===== src/rtl/xint_pkg.sv =====
package xint_pkg;

    localparam int SYNC_STAGES_DEFAULT = 2;

    typedef struct packed {
        logic enable;
        logic level_mode;
        logic active_high;
        logic irq_enable;
    } xint_cfg_t;

    typedef struct packed {
        logic edge_hit;
        logic level_hit;
    } xint_event_t;

    typedef enum logic [1:0] {
        FLAG_HOLD  = 2'd0,
        FLAG_SET   = 2'd1,
        FLAG_CLEAR = 2'd2,
        FLAG_OFF   = 2'd3
    } flag_action_e;

    function automatic logic at_active(input logic pin, input logic active_high);
        return pin == active_high;
    endfunction

endpackage


===== src/rtl/xint_sync.sv =====
module xint_sync #(
    parameter int STAGES = xint_pkg::SYNC_STAGES_DEFAULT
) (
    input  logic clk,
    input  logic rst,
    input  logic pin_raw,
    output logic pin_sync,
    output logic sync_valid
);
    logic [STAGES-1:0] chain;
    logic [STAGES-1:0] valid;

    generate
        for (genvar i = 0; i < STAGES; i++) begin : g_stage
            if (i == 0) begin : g_first
                always_ff @(posedge clk) begin
                    if (rst) begin
                        chain[0] <= 1'b0;
                        valid[0] <= 1'b0;
                    end else begin
                        chain[0] <= pin_raw;
                        valid[0] <= 1'b1;
                    end
                end
            end else begin : g_rest
                always_ff @(posedge clk) begin
                    if (rst) begin
                        chain[i] <= 1'b0;
                        valid[i] <= 1'b0;
                    end else begin
                        chain[i] <= chain[i-1];
                        valid[i] <= valid[i-1];
                    end
                end
            end
        end
    endgenerate

    assign pin_sync   = chain[STAGES-1];
    assign sync_valid = valid[STAGES-1];
endmodule


===== src/rtl/xint_detect.sv =====
module xint_detect
    import xint_pkg::*;
(
    input  logic        clk,
    input  logic        rst,
    input  logic        pin_sync,
    input  logic        sync_valid,
    input  xint_cfg_t   cfg,
    output xint_event_t evt
);
    logic prev_pin;
    logic prev_valid;
    logic cur_act;
    logic prev_act;

    always_ff @(posedge clk) begin
        if (rst) begin
            prev_pin   <= 1'b0;
            prev_valid <= 1'b0;
        end else begin
            prev_pin   <= pin_sync;
            prev_valid <= sync_valid;
        end
    end

    // Both samples use the current polarity, so a polarity change alone is no edge.
    always_comb begin
        cur_act       = at_active(pin_sync, cfg.active_high);
        prev_act      = at_active(prev_pin, cfg.active_high);
        evt.edge_hit  = cfg.enable && sync_valid && prev_valid && cur_act && !prev_act;
        evt.level_hit = cfg.enable && cfg.level_mode && sync_valid && cur_act;
    end
endmodule


===== src/rtl/xint_flag.sv =====
module xint_flag
    import xint_pkg::*;
(
    input  logic        clk,
    input  logic        rst,
    input  logic        enable,
    input  xint_event_t evt,
    input  logic        ack,
    output logic        flag
);
    flag_action_e action;

    always_comb begin
        if (!enable)                          action = FLAG_OFF;
        else if (evt.edge_hit || evt.level_hit) action = FLAG_SET;
        else if (ack)                         action = FLAG_CLEAR;
        else                                  action = FLAG_HOLD;
    end

    always_ff @(posedge clk) begin
        if (rst) begin
            flag <= 1'b0;
        end else begin
            case (action)
                FLAG_SET:   flag <= 1'b1;
                FLAG_CLEAR: flag <= 1'b0;
                FLAG_OFF:   flag <= 1'b0;
                default:    flag <= flag;
            endcase
        end
    end
endmodule


===== src/rtl/xint_wake.sv =====
module xint_wake
    import xint_pkg::*;
(
    input  logic      pin_raw,
    input  logic      stop_mode,
    input  xint_cfg_t cfg,
    output logic      wake
);
    always_comb begin
        wake = stop_mode && cfg.enable && at_active(pin_raw, cfg.active_high);
    end
endmodule


===== src/rtl/xint_pin_detect.sv =====
module xint_pin_detect
    import xint_pkg::*;
#(
    parameter int SYNC_STAGES = SYNC_STAGES_DEFAULT
) (
    input  logic clk,
    input  logic rst,
    input  logic pin_in,
    input  logic stop_mode,
    input  logic cfg_enable,
    input  logic cfg_level_mode,
    input  logic cfg_active_high,
    input  logic cfg_irq_enable,
    input  logic ack,
    output logic flag_out,
    output logic irq_out,
    output logic wake_out
);
    xint_cfg_t   cfg;
    xint_event_t evt;
    logic        pin_sync;
    logic        sync_valid;

    always_comb begin
        cfg.enable      = cfg_enable;
        cfg.level_mode  = cfg_level_mode;
        cfg.active_high = cfg_active_high;
        cfg.irq_enable  = cfg_irq_enable;
    end

    xint_sync #(.STAGES(SYNC_STAGES)) u_sync (
        .clk        (clk),
        .rst        (rst),
        .pin_raw    (pin_in),
        .pin_sync   (pin_sync),
        .sync_valid (sync_valid)
    );

    xint_detect u_detect (
        .clk        (clk),
        .rst        (rst),
        .pin_sync   (pin_sync),
        .sync_valid (sync_valid),
        .cfg        (cfg),
        .evt        (evt)
    );

    xint_flag u_flag (
        .clk    (clk),
        .rst    (rst),
        .enable (cfg.enable),
        .evt    (evt),
        .ack    (ack),
        .flag   (flag_out)
    );

    xint_wake u_wake (
        .pin_raw   (pin_in),
        .stop_mode (stop_mode),
        .cfg       (cfg),
        .wake      (wake_out)
    );

    assign irq_out = flag_out & cfg.irq_enable;
endmodule


===== config.mk =====
export PLATFORM = sky130hd
export DESIGN_NAME = xint_pin_detect
export DESIGN_NICKNAME = d
export VERILOG_FILES = /design/src/rtl/xint_pkg.sv /design/src/rtl/xint_sync.sv /design/src/rtl/xint_detect.sv /design/src/rtl/xint_flag.sv /design/src/rtl/xint_wake.sv /design/src/rtl/xint_pin_detect.sv
export SDC_FILE = /design/constraint.sdc
export NUM_CORES = 1
export LEC_CHECK = 0
export ABC_CLOCK_PERIOD_IN_PS = 1080
export CORE_AREA = 2 2 39 41
export CTS_BUF_LIST = sky130_fd_sc_hd__clkbuf_4
export DETAILED_ROUTE_END_ITERATION = 6
export DIE_AREA = 0 0 41 43
export PLACE_DENSITY = 0.56
export SYNTH_ARGS = -nofsm -noshare
export SYNTH_HDL_FRONTEND = slang
export SYNTH_SLANG_ARGS = --single-unit

===== constraint.sdc =====
create_clock -name clk -period 1.08 [get_ports clk]
set_input_delay 0.108 -clock clk [delete_from_list [all_inputs] [get_ports clk]]
set_output_delay 0.108 -clock clk [all_outputs]
set_load 0.02 [all_outputs]

### Word-level counts from Yosys, hierarchy flattened

Cells that the tools add are included.

* flip-flop bits (word level): 7
* input bits: 9
* output and inout bits: 3
* logic and storage cells: 32

* equal/unequal tests: 6
* mux-type cells: 5
* bitwise gates (word level): 1
* reduce and logical (&&, ||, !) cells: 13

Operator list (count)
* logical AND 1 bit: 9
* 2-to-1 mux 2 bit: 3
* == test 2 bit (second input constant): 2
* == test 1 bit: 3
* == test 2 x 1 -> 1 bit (second input constant): 1
* case mux 1 bit (2 select lines): 1
* nonzero test 2 bit: 1
* OR reduction 2 bit: 1
* bitwise AND 1 bit: 1
* logical NOT 1 bit: 1
* logical OR 1 bit: 1
* 2-to-1 mux 1 bit: 1

### Longest topological paths before layout

* depth in word-level cells: 10
* gate-level depth with buffers: 3
* gate-level depth less buffers: 3

### Modules after synthesis

A second synthesis with hierarchy kept.

* cell total of the unflattened synthesis: 26
* area, all modules: 260.2 µm²

Modules (own cells, without submodules)
* xint_sync: instances 1, cells an instance 8, area each 102.6 µm², seq. area each 80.1 µm²
* xint_detect: instances 1, cells an instance 11, area each 96.3 µm², seq. area each 40.0 µm²
* xint_flag: instances 1, cells an instance 4, area each 40.0 µm², seq. area each 20.0 µm²
* xint_wake: instances 1, cells an instance 2, area each 15.0 µm², seq. area each 0.0 µm²
* xint_pin_detect: instances 1, cells an instance 1, area each 6.3 µm², seq. area each 0.0 µm²

### Worst setup path before layout

OpenSTA, ideal clock, no wires.

* path kind: register -> register
* start point: register u_sync.chain[1] (netlist: u_sync.pin_sync)
* end point: register u_flag.flag
* setup time: 0.117 ns
* arrival time: 0.795 ns
* data required time: 0.963 ns
* path slack: 0.168 ns
* cell stages (with the launch flop): 4
* path buffers: 0
* clock period less this slack: 0.912 ns
* path through: dfxtp_1 and4bb_1 a211oi_2 o21ai_1

* longest elaborated chain between the ends: 9
* elaborated cells between the ends (all ways): 13
* those cells by class: 4 x eq/ne; 3 x mux; 6 x reduce/logical

RTL lines
* start, declared: line xint_sync.sv:10 `logic [STAGES-1:0] chain;`
* start signal, assigned by index: line xint_sync.sv:31 `chain[i] <= chain[i-1];`
* == test 1 bit (*): line xint_pkg.sv:25 `return pin == active_high;`
* logical AND 1 bit (2 in series): line xint_detect.sv:30 `evt.edge_hit = cfg.enable && sync_valid && prev_valid && cur_act && !prev_act;`
* logical OR 1 bit (*): line xint_flag.sv:15 `else if (evt.edge_hit || evt.level_hit) action = FLAG_SET;`
* 2-to-1 mux 2 bit (*): line xint_flag.sv:15
* 2-to-1 mux 2 bit (*): line xint_flag.sv:14 `if (!enable) action = FLAG_OFF;`
* == test 2 bit: line xint_flag.sv:24 `case (action)`
* OR reduction 2 bit (no source line)
* case mux 1 bit (2 select lines) / nonzero test 2 bit (equally long branches)
* end signal, assigned: line xint_flag.sv:28 `default: flag <= flag;`
* end, declared: line xint_flag.sv:9 `output logic flag`

Every way passes the cells marked *; elsewhere a longest branch is shown, timed or not.
A chain may end at the register's enable or synchronous reset.

### Worst setup path in the final report

* start point: register u_flag.flag
* end point: output port flag_out

RTL lines
* end, declared: line xint_pin_detect.sv:15 `output logic flag_out,`

No word-level cell between the ends.

==> results.sh <==
export IMPL_grt_pass1_wl_um=752
export IMPL_slowest_stage="dfxtp_1"
export IMPL_cp_end_kind="primary output"
export IMPL_period_share_pct=91.7
export IMPL_final_util_pct=31.2
export IMPL_num_rows=14
export IMPL_gp_congestion=0.620
export IMPL_r2r_start="u_sync.pin_sync"
export IMPL_hold_class="in2reg"
export IMPL_via_count=210
export IMPL_critPathLaunch="u_flag.flag"
export IMPL_grt_pass1_vias=188
export IMPL_powerDensity_nw_per_um2=1390
export IMPL_netlist_instances=24
export IMPL_worstSetupPathDepth=1
export IMPL_synth_top_area_share_pct=54.1
export IMPL_finalHoldViolations=0
export IMPL_worstPathRequired_ns=0.97
export IMPL_remaining_drc_errors=0
export IMPL_maxCapViolCount=0
export IMPL_cp_data_arrival_time_ns=0.88
export IMPL_ys_types=13
export IMPL_max_freq_mhz=1010
export IMPL_yosys_top_cells_area="dfxtp_1 54%, nor2b_1 12%, xnor2_1 6.8%"
export IMPL_ctsLongestPathBuffers=2
export IMPL_core_sq_um=1380
export IMPL_postRouteAntennaNets=0
export IMPL_min_from="pin_in"
export IMPL_cts_buffers_inserted=3
export IMPL_skew_ns=0.00205
export IMPL_cp_num_buf_inv=1
export IMPL_cts_root_buf="clkbuf_4"
export IMPL_port_buffers=11
export IMPL_min_period_ns=0.990
export IMPL_mostFrequentLayoutCells="7 x dfxtp_1, 6 x clkdlybuf4s50_1, 5 x nor2b_1, 4 x clkbuf_4, 4 x buf_4"
export IMPL_ctsHoldBuffers=0
export IMPL_worst_slew_pin_slew_ns=0.201
export IMPL_status="finished clean"
export IMPL_pin_count=12
export IMPL_crit_chain="clkdlybuf4s15_1"
export IMPL_hold_ws_ns=0.278
export IMPL_ir_drop_mv=0.570
export IMPL_clock_latency_ns=0.25
export IMPL_rsz0062_at_grt="false"
export IMPL_syn_area_per_cell_sq_um=10.8
export IMPL_start_util_pct=18.7
export IMPL_final_layout_size_suffix_gt1_share_pct=26.2
export IMPL_syn_nets=33
export IMPL_cts_max_level=1
export IMPL_crit_path_start_kind="flip-flop"
export IMPL_tritoncts="yes"
export IMPL_syn_to_final_growth_pct=66.7
export IMPL_final_common_cell="dfxtp_1"
export IMPL_wl_per_cell_um=8.05
export IMPL_syn_area_sq_um=259
export IMPL_synth_seq_cells=7
export IMPL_critPathTopFamily="flip-flops"
export IMPL_fp_dieW_um=41
export IMPL_path_max_fanout=3
export IMPL_cts_clk_slew_worst_paths_ns=0.05
export IMPL_path_class="reg2out"
export IMPL_viasPerCell=3.62
export IMPL_wl_um=467
export IMPL_nNetsFinal=52
export IMPL_dieArea_sq_um=1760
export IMPL_cts_sinks=7
export IMPL_slowest_delay_ns=0.33
export IMPL_drt_initial_drc_count=3
export IMPL_yosysSeqAreaShare_pct=54.1
export IMPL_leakagePower_uw=0.000187
export IMPL_die_h_um=43
export IMPL_globalRouteTotalUtil_pct=7.14
export IMPL_setup_viol=0
export IMPL_slew_limit_headroom_pct=86.7
export IMPL_antenna_found_initial=0
export IMPL_slew_violations=0
export IMPL_fillerInstances=141
export IMPL_grt_overflow=0
export IMPL_worstHoldPathCells=2
export IMPL_yosysWarningCount=0
export IMPL_first_pass_iters=4
export IMPL_antenna_cells=0
export IMPL_rr_worst_depth=3
export IMPL_dpl_hpwl_um=350
export IMPL_yosysTopAreaCell="dfxtp_1"
export IMPL_grt_max_degree=6
export IMPL_post_cts_buffers=0
## power breakdown
| part | switching (uW) | internal, uW |
|---|---|---|
| registers | 3.49 | 269 |
| clock network | 92.8 | 166 |
| logic | 22.9 | 46.9 |
## kinds of logic after synthesis
logic type	count (synthesis)	share of synthesized area (%)
simple gates	12	30.9
compound gates	2	6.76
xor+xnor	2	6.76
flops	7	54.1
buf+inv	1	1.45
## synthesized netlist by cell type (all sizes together)
| cell | number |
|---|---|
| o21ai | 1 |
| xnor2 | 2 |
| and3 | 1 |
| and4bb | 1 |
| a211oi | 1 |
| dfxtp | 7 |
| inv | 1 |
| nor2 | 1 |
| and2 | 1 |
| nand3 | 1 |
| and4b | 1 |
| nand2 | 1 |
| nor2b | 5 |
## flip-flops by register name, indices dropped and copies added (netlist names)
signal / flops
u_sync.pin_sync: 1
u_sync.chain: 1
u_flag.flag: 1
u_sync.sync_valid: 1
u_detect.prev_valid: 1
u_sync.valid: 1
u_detect.prev_pin: 1
## layout make-up
type / instances / area (sq um) / area share (%)
clock buffer: 4 / 30.0 / 6.96
inverter: 1 / 3.75 / 0.870
multi-input combinational: 16 / 115 / 26.7
sequential: 7 / 140 / 32.5
tap: 16 / 20.0 / 4.64
timing repair buffer: 14 / 123 / 28.4
## metal layers
layer  GRT usage, %  wire length, um  vias to the layer above
li1               -                -                      116
met1           8.41              222                       83
met2           7.50              169                       11
met3           4.71               75                        0
met4           8.00                0                        0
met5              0                0                        -
## timing repair
item,in CTS,in global routing
resized for setup,12,1
gates cloned,0,0
endpoints found under the setup margin,3,1
## through the flow
stage	area, sq um	worst slack [ns]	total power (uW)	cells	setup TNS [ns]
after floorplan	259	0.168	301	24	0
after global placement	412	-0.521	352	54	-1.03
after detailed placement	412	-0.516	352	54	-1.03
after CTS	430	0.0391	616	58	0
after global routing	432	0.0149	645	58	0
final	432	0.0899	601	58	0
## worst paths after layout
| check | end | slack [ns] |
|---|---|---|
| hold reg to reg | u_sync.pin_sync | 0.44 |
| hold / removal | u_sync.chain[0] | 0.28 |
| setup / recovery | flag_out | 0.09 |
| setup reg to reg | u_flag.flag | 0.10 |
(Power assumes the default switching activity.)
